$ cat src/rtl/sew_pkg.sv
// Shared types and command codes for the sector erase window controller.
// Assumes command bytes arrive already decoded from the bus write cycle.
package sew_pkg;
    typedef enum logic [1:0] {
        ST_IDLE  = 2'd0,
        ST_WIN   = 2'd1,
        ST_ERASE = 2'd2,
        ST_SUSP  = 2'd3
    } sew_state_t;

    localparam logic [7:0] CMD_SECTOR  = 8'h30;
    localparam logic [7:0] CMD_SUSPEND = 8'hB0;
endpackage

$ cat src/rtl/sew_win_timer.sv
// Window timer: counts microsecond ticks since the last accepted sector.
// Flags expiry on the WIN_US-th tick. Assumes WIN_US >= 1.
module sew_win_timer #(
    parameter int WIN_US = 50
) (
    input  logic clk,
    input  logic rst_n,
    input  logic run,
    input  logic restart,
    input  logic tick,
    output logic expire
);
    localparam int CW = (WIN_US < 2) ? 1 : $clog2(WIN_US);
    localparam logic [CW-1:0] LAST = CW'(WIN_US - 1);

    logic [CW-1:0] cnt_q;

    // Expiry is combinational so the controller acts on the same tick.
    assign expire = run && tick && (cnt_q == LAST);

    // Count ticks while the window runs; restart zeroes the count.
    always_ff @(posedge clk) begin
        if (!rst_n)                       cnt_q <= '0;
        else if (restart || !run)         cnt_q <= '0;
        else if (tick && !expire)         cnt_q <= cnt_q + 1'b1;
    end
endmodule

$ cat src/rtl/sew_sector_set.sv
// Sector set: one bit per sector, set by add, cleared as a whole.
// Also reports whether the probed sector is a member. Assumes NSEC >= 2.
module sew_sector_set #(
    parameter int NSEC = 8,
    localparam int SW = $clog2(NSEC)
) (
    input  logic            clk,
    input  logic            rst_n,
    input  logic            clear,
    input  logic            add,
    input  logic [SW-1:0]   sector,
    input  logic [SW-1:0]   probe,
    output logic [NSEC-1:0] mask,
    output logic            hit
);
    for (genvar g = 0; g < NSEC; g++) begin : g_bit
        // Each bit is set when its sector is added, and cleared on clear.
        always_ff @(posedge clk) begin
            if (!rst_n || clear)                    mask[g] <= 1'b0;
            else if (add && sector == SW'(g))       mask[g] <= 1'b1;
        end
    end

    // Membership of the probed sector.
    assign hit = mask[probe];
endmodule

$ cat src/rtl/sector_erase_ctrl.sv
// Sector erase collection window and suspend controller.
// Gathers sectors during a restartable window, then starts the erase engine.
// Handles suspend and resume. Assumes single-cycle strobes from the decoder.
module sector_erase_ctrl
    import sew_pkg::*;
#(
    parameter int NSEC   = 8,
    parameter int WIN_US = 50,
    localparam int SW = $clog2(NSEC)
) (
    input  logic            clk,
    input  logic            rst_n,
    input  logic            se_start_i,
    input  logic            wr_i,
    input  logic [7:0]      wr_data_i,
    input  logic [SW-1:0]   sector_i,
    input  logic            tick_us_i,
    input  logic            eng_done_i,
    input  logic [SW-1:0]   acc_sector_i,
    output logic [NSEC-1:0] sec_mask_o,
    output logic            erase_start_o,
    output logic            erase_run_o,
    output logic            suspended_o,
    output logic            window_o,
    output logic            access_ok_o
);
    sew_state_t st_q, st_d;
    logic started_q, started_d;
    logic start_d;
    logic add, clear, restart, expire, hit;
    logic wr_sec, wr_sus;

    assign wr_sec = wr_i && (wr_data_i == CMD_SECTOR);
    assign wr_sus = wr_i && (wr_data_i == CMD_SUSPEND);

    sew_win_timer #(.WIN_US(WIN_US)) u_timer (
        .clk(clk), .rst_n(rst_n), .run(st_q == ST_WIN),
        .restart(restart), .tick(tick_us_i), .expire(expire)
    );

    sew_sector_set #(.NSEC(NSEC)) u_set (
        .clk(clk), .rst_n(rst_n), .clear(clear), .add(add),
        .sector(sector_i), .probe(acc_sector_i),
        .mask(sec_mask_o), .hit(hit)
    );

    // Next-state decision for commands, window expiry and engine completion.
    always_comb begin
        st_d      = st_q;
        started_d = started_q;
        start_d   = 1'b0;
        add       = 1'b0;
        clear     = 1'b0;
        restart   = 1'b0;
        unique case (st_q)
            ST_IDLE: begin
                if (se_start_i) begin
                    st_d    = ST_WIN;
                    add     = 1'b1;
                    restart = 1'b1;
                end
            end
            ST_WIN: begin
                if (se_start_i || wr_sec) begin
                    add     = 1'b1;
                    restart = 1'b1;
                end else if (wr_sus) begin
                    st_d      = ST_SUSP;
                    started_d = 1'b0;
                end else if (wr_i) begin
                    st_d  = ST_IDLE;
                    clear = 1'b1;
                end else if (expire) begin
                    st_d      = ST_ERASE;
                    start_d   = 1'b1;
                    started_d = 1'b1;
                end
            end
            ST_ERASE: begin
                if (eng_done_i) begin
                    st_d  = ST_IDLE;
                    clear = 1'b1;
                end else if (wr_sus) begin
                    st_d = ST_SUSP;
                end
            end
            ST_SUSP: begin
                if (wr_sec) begin
                    st_d      = ST_ERASE;
                    start_d   = !started_q;
                    started_d = 1'b1;
                end
            end
            default: st_d = ST_IDLE;
        endcase
    end

    // State, started flag and the registered start pulse.
    always_ff @(posedge clk) begin
        if (!rst_n) begin
            st_q          <= ST_IDLE;
            started_q     <= 1'b0;
            erase_start_o <= 1'b0;
        end else begin
            st_q          <= st_d;
            started_q     <= started_d;
            erase_start_o <= start_d;
        end
    end

    assign window_o    = (st_q == ST_WIN);
    assign erase_run_o = (st_q == ST_ERASE);
    assign suspended_o = (st_q == ST_SUSP);
    assign access_ok_o = (st_q == ST_IDLE) || ((st_q == ST_SUSP) && !hit);
endmodule

$ cat config.mk
export PLATFORM = sky130hd
export DESIGN_NAME = sector_erase_ctrl
export DESIGN_NICKNAME = d
export VERILOG_FILES = /design/src/rtl/sew_pkg.sv /design/src/rtl/sew_win_timer.sv /design/src/rtl/sew_sector_set.sv /design/src/rtl/sector_erase_ctrl.sv
export SDC_FILE = /design/constraint.sdc
export NUM_CORES = 1
export LEC_CHECK = 0
export BUFFER_PORTS_ARGS = -buffer_cell sky130_fd_sc_hd__buf_2
export CORE_ASPECT_RATIO = 1.4
export CORE_MARGIN = 4
export CORE_UTILIZATION = 40
export CTS_CLUSTER_DIAMETER = 200
export CTS_CLUSTER_SIZE = 16
export DETAILED_ROUTE_END_ITERATION = 8
export PLACE_DENSITY = 0.76
export SETUP_SLACK_MARGIN = 0.15
export SYNTH_ARGS = -nofsm -noshare
export SYNTH_HDL_FRONTEND = slang
export SYNTH_SLANG_ARGS = --single-unit
export TNS_END_PERCENT = 30
$ cat constraint.sdc
create_clock -name clk -period 2.4 [get_ports clk]
set_input_delay 0.36 -clock clk [delete_from_list [all_inputs] [get_ports clk]]
set_output_delay 0.36 -clock clk [all_outputs]
set_load 0.05 [all_outputs]
# Yosys cells after proc, flatten, opt, wreduce, memory -nomap -nowiden
# Index checks and enable logic that the tools add are counted.
[classes]
eq_ne = 20
reduce_logical = 29
magnitude_cmp = 1
mux = 31
bitwise_logic = 1
add_sub_neg = 1
[ops]
columns = ["cell", "count"]
rows = [
  ["two-way mux 1 bit", 17],
  ["two-way mux 2 bit", 8],
  ["logical AND 1 bit", 14],
  ["equality test 3 bit, second input constant", 4],
  ["AND reduction 5 bit", 2],
  ["equality test 8 x 6 -> 1 bit, second input constant", 1],
  ["equality test 8 bit, second input constant", 1],
  ["one-hot mux 1 bit (2 select lines)", 4],
  ["one-hot mux 2 bit (4 select lines)", 1],
  ["adder 6 x 1 -> 6 bit, second input constant", 1],
  ["equality test 3 x 2 -> 1 bit, second input constant", 2],
  ["equality test 6 bit, second input constant", 1],
  ["!= test 3 bit, second input constant", 2],
  ["zero test 1 bit", 5],
  ["equality test 2 bit, second input constant", 2],
  ["logical OR 1 bit", 4],
  ["< comparator 3 x 4 -> 1 bit, second input constant", 1],
  ["!= test 2 bit, second input constant", 2],
  ["!= test 4 bit, second input constant", 1],
  ["binary-select mux 1 bit (select 3 bit)", 1],
  ["equality test 3 x 1 -> 1 bit, second input constant", 1],
  ["zero test 3 bit", 1],
  ["!= test 3 x 2 -> 1 bit, second input constant", 1],
  ["equality test 2 x 1 -> 1 bit, second input constant", 1],
  ["other kinds (5)", 5],
]
[totals]
ff_bits = 18
elab_cells = 95
inputBits = 20
out_inout_bits = 13

# Longest topological paths before layout
[depth]
word_depth = 8
mapped_depth = 8

# By module
# Synthesis repeated with hierarchy kept, for this count alone.
[unflattened]
hier_cells = 122
hier_area_um2 = 1119.8
[modules_own_cells]
columns = ["mod", "instances", "cells_per_inst", "seq_area_each_um2", "area_each_um2"]
rows = [
  ["sector_erase_ctrl", 1, 51, 80.1, 437.9],
  ["sew_sector_set", 1, 36, 160.2, 377.9],
  ["sew_win_timer", 1, 35, 120.1, 304.0],
]

# Worst setup path before layout
# No wires, ideal clock.
[synth_path]
path_type = "reg-to-reg"
startpoint = "reg st_q[1]"
endpoint = "reg started_q"
stages_incl_launch_ff = 8
required_time_ns = 2.340
period_less_slack_ns = 2.258
arrival_time_ns = 2.199
setup_slack_ns = 0.142
cell_sequence = "dfxtp_1 -> inv_1 -> ha_1 -> nand4_1 -> or4b_4 -> or3b_1 -> o221ai_1 -> and3_1"
[synth_via]
elab_chain_cells = 5
elab_cells_between_ends = 11
cone_classes = "eq/ne: 6; mux: 1; reduce/logical: 4"
[synth_rtl]
columns = ["item", "line", "rtl"]
rows = [
  ["start, declared", "sector_erase_ctrl.sv:27", "sew_state_t st_q, st_d;"],
  ["start signal, assigned", "sector_erase_ctrl.sv:105", "st_q <= st_d;"],
  ["equality test 2 x 1 -> 1 bit (*)", "--", ""],
  ["named net window_o", "sector_erase_ctrl.sv:24", "output logic window_o,"],
  ["logical AND 1 bit (2 in series)", "sew_win_timer.sv:19", "assign expire = run && tick && (cnt_q == LAST);"],
  ["!= test 3 bit (no line)", "--", ""],
  ["AND reduction 5 bit (no line)", "--", ""],
  ["end signal, assigned", "sector_erase_ctrl.sv:106", "started_q <= started_d;"],
  ["end, declared", "sector_erase_ctrl.sv:28", "logic started_q, started_d;"],
]
# The timed path passes the listed nets; every way through them passes the cells marked *.
# A chain may end at the register's enable or synchronous reset.

# Worst setup path in the final report
[layout_path]
startpoint = "reg st_q[1]"
endpoint = "reg started_q"
[layout_via]
elab_chain_cells = 5
elab_cells_between_ends = 11
cone_classes = "eq/ne: 6; mux: 1; reduce/logical: 4"
[layout_rtl]
columns = ["item", "line"]
rows = [
  ["equality test 2 x 1 -> 1 bit", "sector_erase_ctrl.sv:37, sector_erase_ctrl.sv:55"],
  ["logical AND 1 bit (2 in series)", "sew_win_timer.sv:19"],
  ["!= test 3 bit (no line)", "--"],
  ["AND reduction 5 bit (no line)", "--"],
]
# Several ways; a longest one is shown, not always the timed one.

==> impl_metrics.json <==
{
  "syn_nets": 142,
  "via_per_inst": 5.332,
  "ir_drop_mv": 0.4337,
  "dp_cells": 180,
  "syn_to_final_growth_pct": 23.47,
  "cap_violations": 0,
  "fmax_ghz": 0.4807,
  "dr.pass1.iters": 4,
  "cp-start-kind": "register",
  "multi_input_area_um2": 661.9,
  "crit_arrival_ns": 2.33,
  "cp-end-kind": "register",
  "rows": 21,
  "clock_path_buffers": 2,
  "avgSynthCellArea_um2": 9.041,
  "grt_setup_unrepaired": "false",
  "finalCritPeriodShare_pct": 86.69,
  "slew_headroom_pct": 62.32,
  "cts.sinks": 18,
  "drcViolationCount": 0,
  "power_leakage_nw": 0.5576,
  "grt_pass1_vias": 983,
  "die-height_um": 68.33,
  "synth-seq-cells": 18,
  "diodes": 0,
  "synth_edf_count": 0,
  "antenna_found_initial": 0,
  "cts-root-buf": "clkbuf_4",
  "nFillCells": 240,
  "drt.antenna.violating_nets": 0,
  "cts_tree": "built",
  "grt-ovfl-total": 0,
  "cts_buffers": 3,
  "clk_latency_ns": 0.29,
  "port_buffers": 32,
  "ff_latch_area_um2": 360.3,
  "drt_iter0_drc": 24,
  "required_ns": 2.65,
  "hold_class": "in2reg",
  "postCtsSetupBuffers": 0,
  "synth.distinct_cells": 41,
  "hold_slack_ns": 0.3726,
  "die_area_um2": 3491,
  "synth-seq-area-share_pct": 34.66,
  "ys.warnings.count": 0,
  "drive_above_1_share_pct": 30.67,
  "finalWirelength_mm": 2.411,
  "grt_max_degree": 13,
  "initial_core_util_pct": 42.55,
  "worst_pin_slew_ns": 0.5615,
  "crit_type": "reg2reg",
  "grt_pass1_wl_mm": 4.119,
  "netlist_instances": 115,
  "routabilityCongestion": 0.8130,
  "nets": 178,
  "boundaryPins": 33,
  "path_clk_slew_ns": 0.10,
  "finalMaxSlewViolations": 0,
  "finalCriticalPeriod_ns": 2.080,
  "hold_viol_final": 0,
  "hpwl_mm": 1.974,
  "async_flop_share_pct": 0,
  "hold_buffers": 0,
  "tns_ns": 0,
  "cts.htree.levels": 1,
  "die_w_um": 51.09,
  "finalSetupViolations": 0,
  "netlist_area_um2": 1040,
  "instances_no_fill": 184,
  "power.density_nw_per_um2": 620.2,
  "clock_skew_ns": 0.0006145,
  "vias": 981,
  "cp_max_fo": 12,
  "drt-wirelength-per-cell_um": 13.10,
  "coreArea_um2": 2444,
  "outcome": "complete, no violations",
  "groute.usage.overall_pct": 15.45,
  "ys.flop_type": "dfxtp_1"
}
## sequential cells by signal, summed over array words and instances, names as in the netlist
signal / count
u_set.mask: 8
st_q: 2
u_timer.cnt_q: 6
erase_start_o: 1
started_q: 1
## metrics by stage
step	power, W	cell area, um^2	util (%)	setup WS (ns)
2_1_floorplan	0.0005420	1042	-	0.2992
3_3_place_gp	0.0005980	1237	50.64	0.3607
3_5_place_dp	0.0006061	1237	50.64	0.2689
4_1_cts	0.0007938	1274	52.12	0.2396
5_1_grt	0.0008403	1284	52.53	0.1971
6_report	0.0007961	1284	52.53	0.3195
## cell usage in the layout (no fill, tap or decap), types with 2 or more instances in the layout
| cell | count |
|---|---|
| inv_1 | 6 |
| nor2_1 | 18 |
| nor3_1 | 2 |
| nand3_1 | 5 |
| clkbuf_4 | 3 |
| mux4_2 | 2 |
| nor2b_1 | 5 |
| a31oi_1 | 2 |
| xor2_1 | 4 |
| nand2_1 | 2 |
| nand2b_1 | 2 |
| nand4_1 | 4 |
| dfxtp_1 | 18 |
| ha_1 | 6 |
| mux2i_1 | 4 |
| a21oi_1 | 8 |
| buf_2 | 32 |
## Yosys cell counts (all sizes together), types with 2 or more instances
| cell type | n | area share (%) |
|---|---|---|
| and2 | 2 | 1.3 |
| a21oi | 8 | 3.9 |
| inv | 6 | 2.2 |
| nor3 | 2 | 0.96 |
| and2b | 2 | 1.6 |
| nor2 | 18 | 6.5 |
| nand3 | 5 | 2.4 |
| nand2b | 2 | 1.2 |
| mux2i | 4 | 3.9 |
| dfxtp | 18 | 35 |
| and3 | 2 | 1.3 |
| nand4 | 4 | 2.4 |
| xor2 | 4 | 3.4 |
| nand2 | 2 | 0.72 |
| ha | 7 | 8.4 |
| nor2b | 5 | 3.0 |
| mux4 | 2 | 4.3 |
| o21ai | 2 | 0.96 |
| a31oi | 2 | 1.2 |
## power by group
group / switching [W] / internal (W)
Combinational: 0.000180 / 0.0000991
Sequential: 0.0000149 / 0.000314
Clock: 0.0000963 / 0.0000925
Total: 0.000291 / 0.000505
## critical path, stage by stage, from the launching register on
cell	delay, ns
dfxtp_1	0.35
inv_1	0.14
ha_4	0.22
nand4_1	0.11
or4b_4	0.52
or3b_1	0.37
o221ai_1	0.16
and3_1	0.17
## worst paths after layout
check	start	to	slack [ns]	cells after the start
worst max register to register	st_q[1]	started_q	0.32	7
worst min-delay path	sector_i[0]	u_set.mask[5]	0.37	3
worst min register to register	u_set.mask[7]	u_set.mask[7]	0.51	2
worst max-delay path	st_q[1]	started_q	0.32	7
## metal layers
layer  vias to the layer above  part of all wire (%)  wire [um]  track usage (%)
met1                       452                    40        967            16.78
met2                        35                    51       1221            28.71
met3                         6                   7.0        169            3.486
li1                        488                     -          -                -
met4                         0                   2.2         53            6.061
met5                         -                     0          0                0
## what timing repair did
| item | CTS | global route |
|---|---|---|
| endpoints found under the setup margin | 0 | 2 |
| hold endpoints to repair | 0 | 0 |
| resized for setup | 0 | 1 |
## logic make-up (layout without fill, tap and decap cells)
| kind of cell | count (synthesis) | after routing | synth area share [%] |
|---|---|---|---|
| buf+inv | 7 | 42 | 2.888 |
| mux | 6 | 6 | 8.183 |
| compound gates | 23 | 23 | 15.04 |
| simple gates | 49 | 49 | 26.59 |
| fa+ha+maj | 7 | 7 | 8.423 |
| flops | 18 | 18 | 34.66 |
| xor+xnor | 5 | 5 | 4.212 |
## area by class of cell
type | count | share of cell area, %
inverter | 6 | 1.754
tap | 34 | 3.314
multi-input combinational | 90 | 51.56
timing repair buffer | 32 | 12.48
clock buffer | 4 | 2.827
sequential | 18 | 28.07
(Power assumes the default switching activity.)
